### config.mk
export PLATFORM = sky130hd
export DESIGN_NAME = qphase_sequencer
export DESIGN_NICKNAME = d
export VERILOG_FILES = /design/src/rtl/seq_pkg.sv /design/src/rtl/seq_phase_ctr.sv /design/src/rtl/seq_decode.sv /design/src/rtl/seq_pc_unit.sv /design/src/rtl/qphase_sequencer.sv
export SDC_FILE = /design/constraint.sdc
export NUM_CORES = 1
export LEC_CHECK = 0
export ABC_AREA = 1
export BUFFER_PORTS_ARGS = -buffer_cell sky130_fd_sc_hd__buf_4
export CAP_MARGIN = 5
export CELL_PAD_IN_SITES_DETAIL_PLACEMENT = 0
export CELL_PAD_IN_SITES_GLOBAL_PLACEMENT = 2
export CORE_MARGIN = 2
export CORE_UTILIZATION = 27
export DETAILED_ROUTE_END_ITERATION = 8
export GPL_ROUTABILITY_DRIVEN = 0
export GPL_TIMING_DRIVEN = 0
export PLACE_DENSITY = 0.76
export SETUP_SLACK_MARGIN = 0.15
export SYNTH_ARGS = -nofsm -noshare
export SYNTH_HDL_FRONTEND = slang
export SYNTH_HIERARCHICAL = 1
export SYNTH_SLANG_ARGS = --single-unit
### constraint.sdc
create_clock -name clk -period 2.3 [get_ports clk]
set_clock_uncertainty 0.1 [all_clocks]
set_input_delay 0.46 -clock clk [delete_from_list [all_inputs] [get_ports clk]]
set_output_delay 0.46 -clock clk [all_outputs]
set_load 0.02 [all_outputs]
### src/rtl/seq_pkg.sv
// Shared constants, phase type and opcode class helpers for the sequencer.
// Assumes 16-bit instruction words with the opcode in the top nibble.
package seq_pkg;
    localparam int INSN_W      = 16;
    localparam int OPC_W       = 4;
    localparam int ABS_LO_W    = 8;
    localparam int ABS_HI_W    = 12;
    localparam int REL_LONG_W  = 11;
    localparam int REL_SHORT_W = 8;
    localparam int NUM_PHASES  = 4;
    localparam int PH_W        = $clog2(NUM_PHASES);

    typedef enum logic [PH_W-1:0] {
        PH_Q1 = 2'd0,
        PH_Q2 = 2'd1,
        PH_Q3 = 2'd2,
        PH_Q4 = 2'd3
    } phase_e;

    localparam logic [OPC_W-1:0] OP_NOP       = 4'h0;
    localparam logic [OPC_W-1:0] OP_DATA_LAST = 4'hA;
    localparam logic [OPC_W-1:0] OP_TEST_SKIP = 4'hB;
    localparam logic [OPC_W-1:0] OP_JUMP_ABS  = 4'hC;
    localparam logic [OPC_W-1:0] OP_BR_REL    = 4'hD;
    localparam logic [OPC_W-1:0] OP_BR_COND   = 4'hE;
    localparam logic [OPC_W-1:0] OP_EXT_WORD  = 4'hF;

    localparam logic [INSN_W-1:0] NOP_WORD = '0;

    // Opcodes that read a data operand in Q2
    function automatic logic op_reads(input logic [OPC_W-1:0] op);
        return (op != OP_NOP) && (op <= OP_TEST_SKIP);
    endfunction

    // Opcodes that write a result in Q4
    function automatic logic op_writes(input logic [OPC_W-1:0] op);
        return (op != OP_NOP) && (op <= OP_DATA_LAST);
    endfunction
endpackage

### src/rtl/seq_phase_ctr.sv
// Phase counter: walks Q1..Q4 once per instruction cycle and flags Q4.
// Assumes one clock period per phase; reset parks the counter in Q1.
module seq_phase_ctr
    import seq_pkg::*;
(
    input  logic   clk,
    input  logic   rst_n,
    output phase_e phase_o,
    output logic   cyc_end_o
);
    phase_e ph_q;

    // Advance one phase per clock, wrapping Q4 -> Q1
    always_ff @(posedge clk) begin
        if (!rst_n) ph_q <= PH_Q1;
        else        ph_q <= phase_e'(ph_q + PH_W'(1));
    end

    assign phase_o   = ph_q;
    assign cyc_end_o = (ph_q == PH_Q4);

    p_wrap_to_q1_r1: assert property (@(posedge clk) disable iff (!rst_n)
        (phase_o == PH_Q4) |=> (phase_o == PH_Q1));

    p_q1_to_q2_r1: assert property (@(posedge clk) disable iff (!rst_n)
        (phase_o == PH_Q1) |=> (phase_o == PH_Q2));
endmodule

### src/rtl/seq_decode.sv
// Instruction classifier: turns the executing word, the pending-jump flag
// and the condition bit into strobe enables and flow-change requests.
// Assumes opcode in the top nibble; offsets are signed word counts.
module seq_decode
    import seq_pkg::*;
#(
    parameter int PC_W = 21
) (
    input  logic [INSN_W-1:0] ir_i,
    input  logic              abs_pend_i,
    input  logic              cond_i,
    output logic              rd_en_o,
    output logic              wr_en_o,
    output logic              skip_o,
    output logic              rel_take_o,
    output logic              abs_start_o,
    output logic              abs_take_o,
    output logic [PC_W-1:0]   rel_ofs_o
);
    localparam int LONG_PAD  = PC_W - REL_LONG_W - 1;
    localparam int SHORT_PAD = PC_W - REL_SHORT_W - 1;

    logic [OPC_W-1:0] op;
    logic [PC_W-1:0]  ofs_long;
    logic [PC_W-1:0]  ofs_short;

    assign op = ir_i[INSN_W-1 -: OPC_W];

    // Byte offsets: sign-extended word counts times two
    assign ofs_long  = {{LONG_PAD{ir_i[REL_LONG_W-1]}},  ir_i[REL_LONG_W-1:0],  1'b0};
    assign ofs_short = {{SHORT_PAD{ir_i[REL_SHORT_W-1]}}, ir_i[REL_SHORT_W-1:0], 1'b0};

    // Classify the executing word into flow-change requests
    always_comb begin
        skip_o      = 1'b0;
        rel_take_o  = 1'b0;
        abs_start_o = 1'b0;
        abs_take_o  = 1'b0;
        rel_ofs_o   = ofs_long;
        case (op)
            OP_TEST_SKIP: skip_o      = cond_i;
            OP_JUMP_ABS:  abs_start_o = 1'b1;
            OP_BR_REL:    rel_take_o  = 1'b1;
            OP_BR_COND: begin
                rel_take_o = cond_i;
                rel_ofs_o  = ofs_short;
            end
            OP_EXT_WORD:  abs_take_o  = abs_pend_i;
            default: ;
        endcase
    end

    assign rd_en_o = op_reads(op);
    assign wr_en_o = op_writes(op);
endmodule

### src/rtl/seq_pc_unit.sv
// Program counter: advances by 2 at each cycle end, or loads a relative
// or absolute target. Assumes PC_W > 20 so the absolute target fits.
module seq_pc_unit
    import seq_pkg::*;
#(
    parameter int PC_W = 21
) (
    input  logic                clk,
    input  logic                rst_n,
    input  logic                cyc_end_i,
    input  logic                rel_take_i,
    input  logic [PC_W-1:0]     rel_ofs_i,
    input  logic                abs_take_i,
    input  logic [ABS_HI_W-1:0] abs_hi_i,
    input  logic [ABS_LO_W-1:0] abs_lo_i,
    output logic [PC_W-1:0]     pc_o,
    output logic                redirect_o
);
    localparam logic [PC_W-1:0] STEP = PC_W'(2);

    logic [PC_W-1:0] pc_q;
    logic [PC_W-1:0] pc_nxt;
    logic [PC_W-1:0] abs_tgt;
    logic [PC_W-1:0] rel_tgt;

    assign abs_tgt    = PC_W'({abs_hi_i, abs_lo_i, 1'b0});
    assign rel_tgt    = pc_q + rel_ofs_i;
    assign redirect_o = rel_take_i | abs_take_i;

    // Select the next fetch address
    always_comb begin
        if (abs_take_i)      pc_nxt = abs_tgt;
        else if (rel_take_i) pc_nxt = rel_tgt;
        else                 pc_nxt = pc_q + STEP;
    end

    // Update the program counter on the edge that leaves Q4
    always_ff @(posedge clk) begin
        if (!rst_n)         pc_q <= '0;
        else if (cyc_end_i) pc_q <= pc_nxt;
    end

    assign pc_o = pc_q;

    p_pc_even_r3: assert property (@(posedge clk) disable iff (!rst_n)
        pc_q[0] == 1'b0);

    p_pc_hold_r3: assert property (@(posedge clk) disable iff (!rst_n)
        !cyc_end_i |=> $stable(pc_q));

    p_pc_step_r3: assert property (@(posedge clk) disable iff (!rst_n)
        (cyc_end_i && !redirect_o) |=> (pc_q == $past(pc_q) + STEP));
endmodule

### src/rtl/qphase_sequencer.sv
// Four-phase fetch/execute sequencer: holds the instruction register,
// inserts NOP slots on flow changes and true skips, and assembles the
// two-word absolute jump. Assumes program memory answers within a cycle.
module qphase_sequencer
    import seq_pkg::*;
#(
    parameter int PC_W = 21
) (
    input  logic              clk,
    input  logic              rst_n,
    output logic [PC_W-1:0]   pm_addr,
    input  logic [INSN_W-1:0] pm_rdata,
    input  logic              cond_in,
    output logic [PH_W-1:0]   phase,
    output logic [INSN_W-1:0] ir,
    output logic              rd_stb,
    output logic              wr_stb,
    output logic              bubble
);
    phase_e              ph;
    logic                cyc_end;
    logic [INSN_W-1:0]   ir_q;
    logic                bub_q;
    logic                abs_pend_q;
    logic [ABS_LO_W-1:0] abs_lo_q;
    logic                rd_en, wr_en, skip, rel_take, abs_start, abs_take;
    logic [PC_W-1:0]     rel_ofs;
    logic                redirect;
    logic                flush;

    seq_phase_ctr u_phase (
        .clk       (clk),
        .rst_n     (rst_n),
        .phase_o   (ph),
        .cyc_end_o (cyc_end)
    );

    seq_decode #(.PC_W(PC_W)) u_decode (
        .ir_i        (ir_q),
        .abs_pend_i  (abs_pend_q),
        .cond_i      (cond_in),
        .rd_en_o     (rd_en),
        .wr_en_o     (wr_en),
        .skip_o      (skip),
        .rel_take_o  (rel_take),
        .abs_start_o (abs_start),
        .abs_take_o  (abs_take),
        .rel_ofs_o   (rel_ofs)
    );

    seq_pc_unit #(.PC_W(PC_W)) u_pc (
        .clk        (clk),
        .rst_n      (rst_n),
        .cyc_end_i  (cyc_end),
        .rel_take_i (rel_take),
        .rel_ofs_i  (rel_ofs),
        .abs_take_i (abs_take),
        .abs_hi_i   (ir_q[ABS_HI_W-1:0]),
        .abs_lo_i   (abs_lo_q),
        .pc_o       (pm_addr),
        .redirect_o (redirect)
    );

    assign flush = skip | redirect;

    // Load the fetched word, or a NOP on flush, at the Q4 -> Q1 edge
    always_ff @(posedge clk) begin
        if (!rst_n) begin
            ir_q       <= NOP_WORD;
            bub_q      <= 1'b1;
            abs_pend_q <= 1'b0;
            abs_lo_q   <= '0;
        end else if (cyc_end) begin
            ir_q       <= flush ? NOP_WORD : pm_rdata;
            bub_q      <= flush;
            abs_pend_q <= abs_start;
            if (abs_start) abs_lo_q <= ir_q[ABS_LO_W-1:0];
        end
    end

    assign phase  = ph;
    assign ir     = ir_q;
    assign bubble = bub_q;
    assign rd_stb = (ph == PH_Q2) && rd_en;
    assign wr_stb = (ph == PH_Q4) && wr_en;

    p_ir_hold_r4: assert property (@(posedge clk) disable iff (!rst_n)
        !cyc_end |=> $stable(ir_q));

    p_flush_nop_r11: assert property (@(posedge clk) disable iff (!rst_n)
        (cyc_end && flush) |=> (bubble && ir == NOP_WORD));

    p_bubble_quiet_r11: assert property (@(posedge clk) disable iff (!rst_n)
        bubble |-> (!rd_stb && !wr_stb && !redirect));

    p_strobe_excl_r5: assert property (@(posedge clk) disable iff (!rst_n)
        !(rd_stb && wr_stb));

    p_orphan_nop_r10: assert property (@(posedge clk) disable iff (!rst_n)
        (ir[INSN_W-1 -: OPC_W] == OP_EXT_WORD && !abs_pend_q)
            |-> (!redirect && !rd_stb && !wr_stb));

    p_jump_arms_r9: assert property (@(posedge clk) disable iff (!rst_n)
        (cyc_end && abs_start) |=> abs_pend_q);
endmodule

==> run summary <==
- number of buffers created by CTS: 5
- Iter 0 DRT Violations: 311
- most area-consuming cells after synthesis: sky130_fd_sc_hd__nand2_1, sky130_fd_sc_hd__dfxtp_1, sky130_fd_sc_hd__nor2_1, sky130_fd_sc_hd__a21oi_1, sky130_fd_sc_hd__ha_1
- CTS Root Buffer Type: sky130_fd_sc_hd__clkbuf_16
- Synthesized Nets: 803
- clock-pin slew on the worst setup and hold paths: 70 ps
- type of origin of the critical path: register
- delay of the slowest cell on the worst path: 350 ps
- endpoint of the most critical setup path: u_pc/pc_o[19]
- ratio of routed vias to standard cells: 4.76
- antenna violations before repair: 0
- number of flops mapped to enable cells by yosys: 0
- startpoint of the worst register-to-register path: ir[13]
- n_diodes: 0
- post-synth top area cell: sky130_fd_sc_hd__nand2_1
- Synth top area share: 24.5%
- crit share post-route: 104%
- Finished Layout Cells: 1079
- number of pins with negative max-slew slack in the final report: 0
- maximum fanout encountered on the critical timing path: 5
- count of cell instances traversed by the critical path: 18
- GRT Resource Usage Total: 19.4%
- end of the worst register-to-register path: u_pc/pc_o[19]
- measured slew at the worst slew-check pin: 630 ps
- Hold Fails Final Rpt: 0
- number of search-and-repair iterations in the first detailed-routing pass: 5
- critical path arrival: 2480 ps
- violated checks: negative setup slack
- Post-Route Setup TNS: -355 ps
- cell area after synthesis: 0.00443 mm^2
- Reg2Reg Setup Slack: -90 ps
- delay-heaviest family, CP: simple AND/OR/NAND/NOR gates
- number of library cell types mapped by synthesis: 46
- Buf/Inv on CP: 2
- Core Rows: 46
- number of buffers on the longest clock path: 2
- maximum capacitance violations: 0
- GRT overflow: 0
- dpl hpwl: 13300 um
- Fin Hold WS: 325 ps
- status: finished with violations
- # IOs: 61
- commonest cells in the netlist: sky130_fd_sc_hd__nand2_1, sky130_fd_sc_hd__nor2_1, sky130_fd_sc_hd__a21oi_1
- number of nets in the layout: 904
- clock network latency to the later pin of the worst-skew pair: 300 ps
- area of the core: 0.0159 mm^2
- final cell utilization of the core: 40.3%
- effective utilization at floorplan: 27.8%
- total number of H-tree levels: 2
- Setup violations, final: 6
- commonest register cell after synthesis: sky130_fd_sc_hd__dfxtp_1
- Setup Crit Path Kind: register to register
- die width: 132 um
- cell with the most instances after synthesis: sky130_fd_sc_hd__nand2_1
- mean instance size in the synthesized netlist: 5.82 um^2
- pin count of the biggest net entering global routing: 19
- Synth async-reset ratio: 0%
- sequential area share after synthesis: 22.2%
- TritonCTS clock tree: yes
- total number of vias: 5133
- DIE HEIGHT: 132 um
- pre-CTS setup slack: -395 ps
- Worst setup startpoint: ir[13]
- number of global-route vias before repair: 4964
- Placed Cells: 1037
- residual antenna-violating net count after detailed routing: 0
- Power per Cell Area: 310 mW/mm^2
- library cell contributing the largest single delay on the critical path: sky130_fd_sc_hd__dfxtp_4
- PnR worst setup slack: -91.7 ps
- Residual DRC: 0
- post-DR wirelength/cell: 16.1 um
- Mapped Cells: 761
- origin of the worst min-delay path: rst_n
- time the final worst path needs with I/O delays and setup: 2390 ps
- setup repair after global routing missed its margin: true
- share of layout cells above drive strength 1: 35.3%
- Yosys warning total: 6
- Highest Clock Rate: 418 MHz
- path type of the worst min-delay path: input port to register
- headroom to the max-slew limit: 58.0%
- clock sink count: 49
- Max IR drop VDD: 0.339 mV
- Leak: 3.07 nW
- detailed-route wire length: 17300 um
- required arrival time at the worst endpoint: 2380 ps
- most used cell, CP: sky130_fd_sc_hd__nand2_1
- number of cells on the worst reg-to-reg path: 18
- CP cell instances: inv_2, nor2_4, nand2_4, nand2_8, nand2_8, buf_4, ha_4, nand2_4, nor2_4, nand2_2, nor2_1, nand2_1, nand3_1, nand2_1, nand3_2, nand2_1, nand2_1, a21oi_2
- area growth from synthesis to layout: 44.9%
- wire length of the first global-routing pass: 26700 um
- die area: 0.0174 mm^2
- total of flip-flops plus latches after synthesis: 49
- category of the worst setup path capture point: register
- port bufs: 60
==> metal layers <==
layer  track usage, %  part of all wire, %  routed length, um
met1             24.9                   45               7880
met2             33.9                   48               8280
met3             1.92                  4.0                685
met4             6.52                  2.8                488
met5                0                    0                  0
==> cells in the final DEF (no fill, tap or decap), types with 3 or more instances in the layout <==
cell type	n
sky130_fd_sc_hd__nand2_1	250
sky130_fd_sc_hd__buf_4	101
sky130_fd_sc_hd__nor2_1	75
sky130_fd_sc_hd__inv_1	53
sky130_fd_sc_hd__a21oi_1	51
sky130_fd_sc_hd__dfxtp_1	31
sky130_fd_sc_hd__nand2_2	29
sky130_fd_sc_hd__nand3_1	29
sky130_fd_sc_hd__nor2_2	19
sky130_fd_sc_hd__nand3_2	16
sky130_fd_sc_hd__ha_4	16
sky130_fd_sc_hd__buf_6	15
sky130_fd_sc_hd__nor2_4	15
sky130_fd_sc_hd__nand2_4	15
sky130_fd_sc_hd__o21ai_0	15
sky130_fd_sc_hd__a21oi_2	11
sky130_fd_sc_hd__o21ai_1	10
sky130_fd_sc_hd__inv_2	9
sky130_fd_sc_hd__dfxtp_2	9
sky130_fd_sc_hd__dfxtp_4	9
sky130_fd_sc_hd__nand3b_1	8
sky130_fd_sc_hd__nand4_1	6
sky130_fd_sc_hd__clkbuf_16	5
sky130_fd_sc_hd__nor3_1	5
sky130_fd_sc_hd__nand3_4	4
sky130_fd_sc_hd__ha_1	4
sky130_fd_sc_hd__inv_8	3
sky130_fd_sc_hd__buf_12	3
sky130_fd_sc_hd__clkbuf_8	3
sky130_fd_sc_hd__buf_2	3
sky130_fd_sc_hd__clkinv_1	3
sky130_fd_sc_hd__nand2_8	3
sky130_fd_sc_hd__clkbuf_2	3
sky130_fd_sc_hd__a21oi_4	3
==> worst register-to-register path: stages, from the launching register on <==
cell and delay, ps:
sky130_fd_sc_hd__dfxtp_4 350, sky130_fd_sc_hd__inv_2 40, sky130_fd_sc_hd__nor2_4 130, sky130_fd_sc_hd__nand2_4 90, sky130_fd_sc_hd__nand2_8 110, sky130_fd_sc_hd__nand2_8 80
sky130_fd_sc_hd__buf_4 160, sky130_fd_sc_hd__ha_4 300, sky130_fd_sc_hd__nand2_4 70, sky130_fd_sc_hd__nor2_4 140, sky130_fd_sc_hd__nand2_2 70, sky130_fd_sc_hd__nor2_1 80
sky130_fd_sc_hd__nand2_1 120, sky130_fd_sc_hd__nand3_1 110, sky130_fd_sc_hd__nand2_1 70, sky130_fd_sc_hd__nand3_2 90, sky130_fd_sc_hd__nand2_1 50, sky130_fd_sc_hd__nand2_1 70
sky130_fd_sc_hd__a21oi_2 50
==> how the worst min path moves through the flow <==
| stage | end | cells past startpoint |
|---|---|---|
| CTS | u_phase/phase_o[1] | 3 |
| finish | u_phase/phase_o[1] | 3 |
| detailed placement | abs_pend_q | 2 |
| floorplan | abs_lo_q[2] | 2 |
| global route | u_phase/phase_o[1] | 3 |
| global placement | abs_lo_q[7] | 2 |
==> power breakdown <==
part | switching (W) | internal (W) | leakage [nW]
registers | 0.0000266 | 0.000857 | 0.408
clock network | 0.000382 | 0.000418 | 0.0763
logic | 0.000166 | 0.000140 | 2.59
==> flip-flops by register name, indices dropped and copies added (netlist names) <==
register	cells
abs_lo_q	8
abs_pend_q	1
bubble	1
ir	16
u_pc/pc_o	21
u_phase/phase_o	2
==> kinds of logic (layout without fill, tap and decap cells) <==
kind of cell             Yosys count  after routing  synth area share (%)
other                              1              1                0.0847
flip-flops                        49             49                  22.2
buffers and inverters            107            208                  13.4
AO/OA/AOI/OAI                    100            100                  12.2
adder cells (fa/ha/maj)           23             23                  6.67
XOR/XNOR                           3              3                 0.593
AND/OR/NAND/NOR                  478            479                  44.9
==> cell type report <==
type | count | area, um^2
buffer | 38 | 343
clock buffer | 5 | 125
clock inverter | 3 | 28.8
fill | 1745 | 9530
inverter | 69 | 280
multi-input combinational | 606 | 3610
sequential | 49 | 1030
tap | 216 | 270
timing repair buffer | 93 | 738
==> what timing repair did <==
item                                    CTS  global route
gates cloned                              1             0
setup buffers                            18            15
endpoints found under the setup margin   19            30
pin swaps                                49            30
gates resized for setup                 110            85
hold buffers                              0             0
==> per-stage QoR <==
step / power [W] / cell area (um^2)
after floorplan: 0.00106 / 4560
after global placement: 0.00117 / 5280
after detailed placement: 0.00117 / 5280
after CTS: 0.00200 / 5990
after global routing: 0.00206 / 6420
final: 0.00199 / 6420
Power figures use the tool's default switching activity.
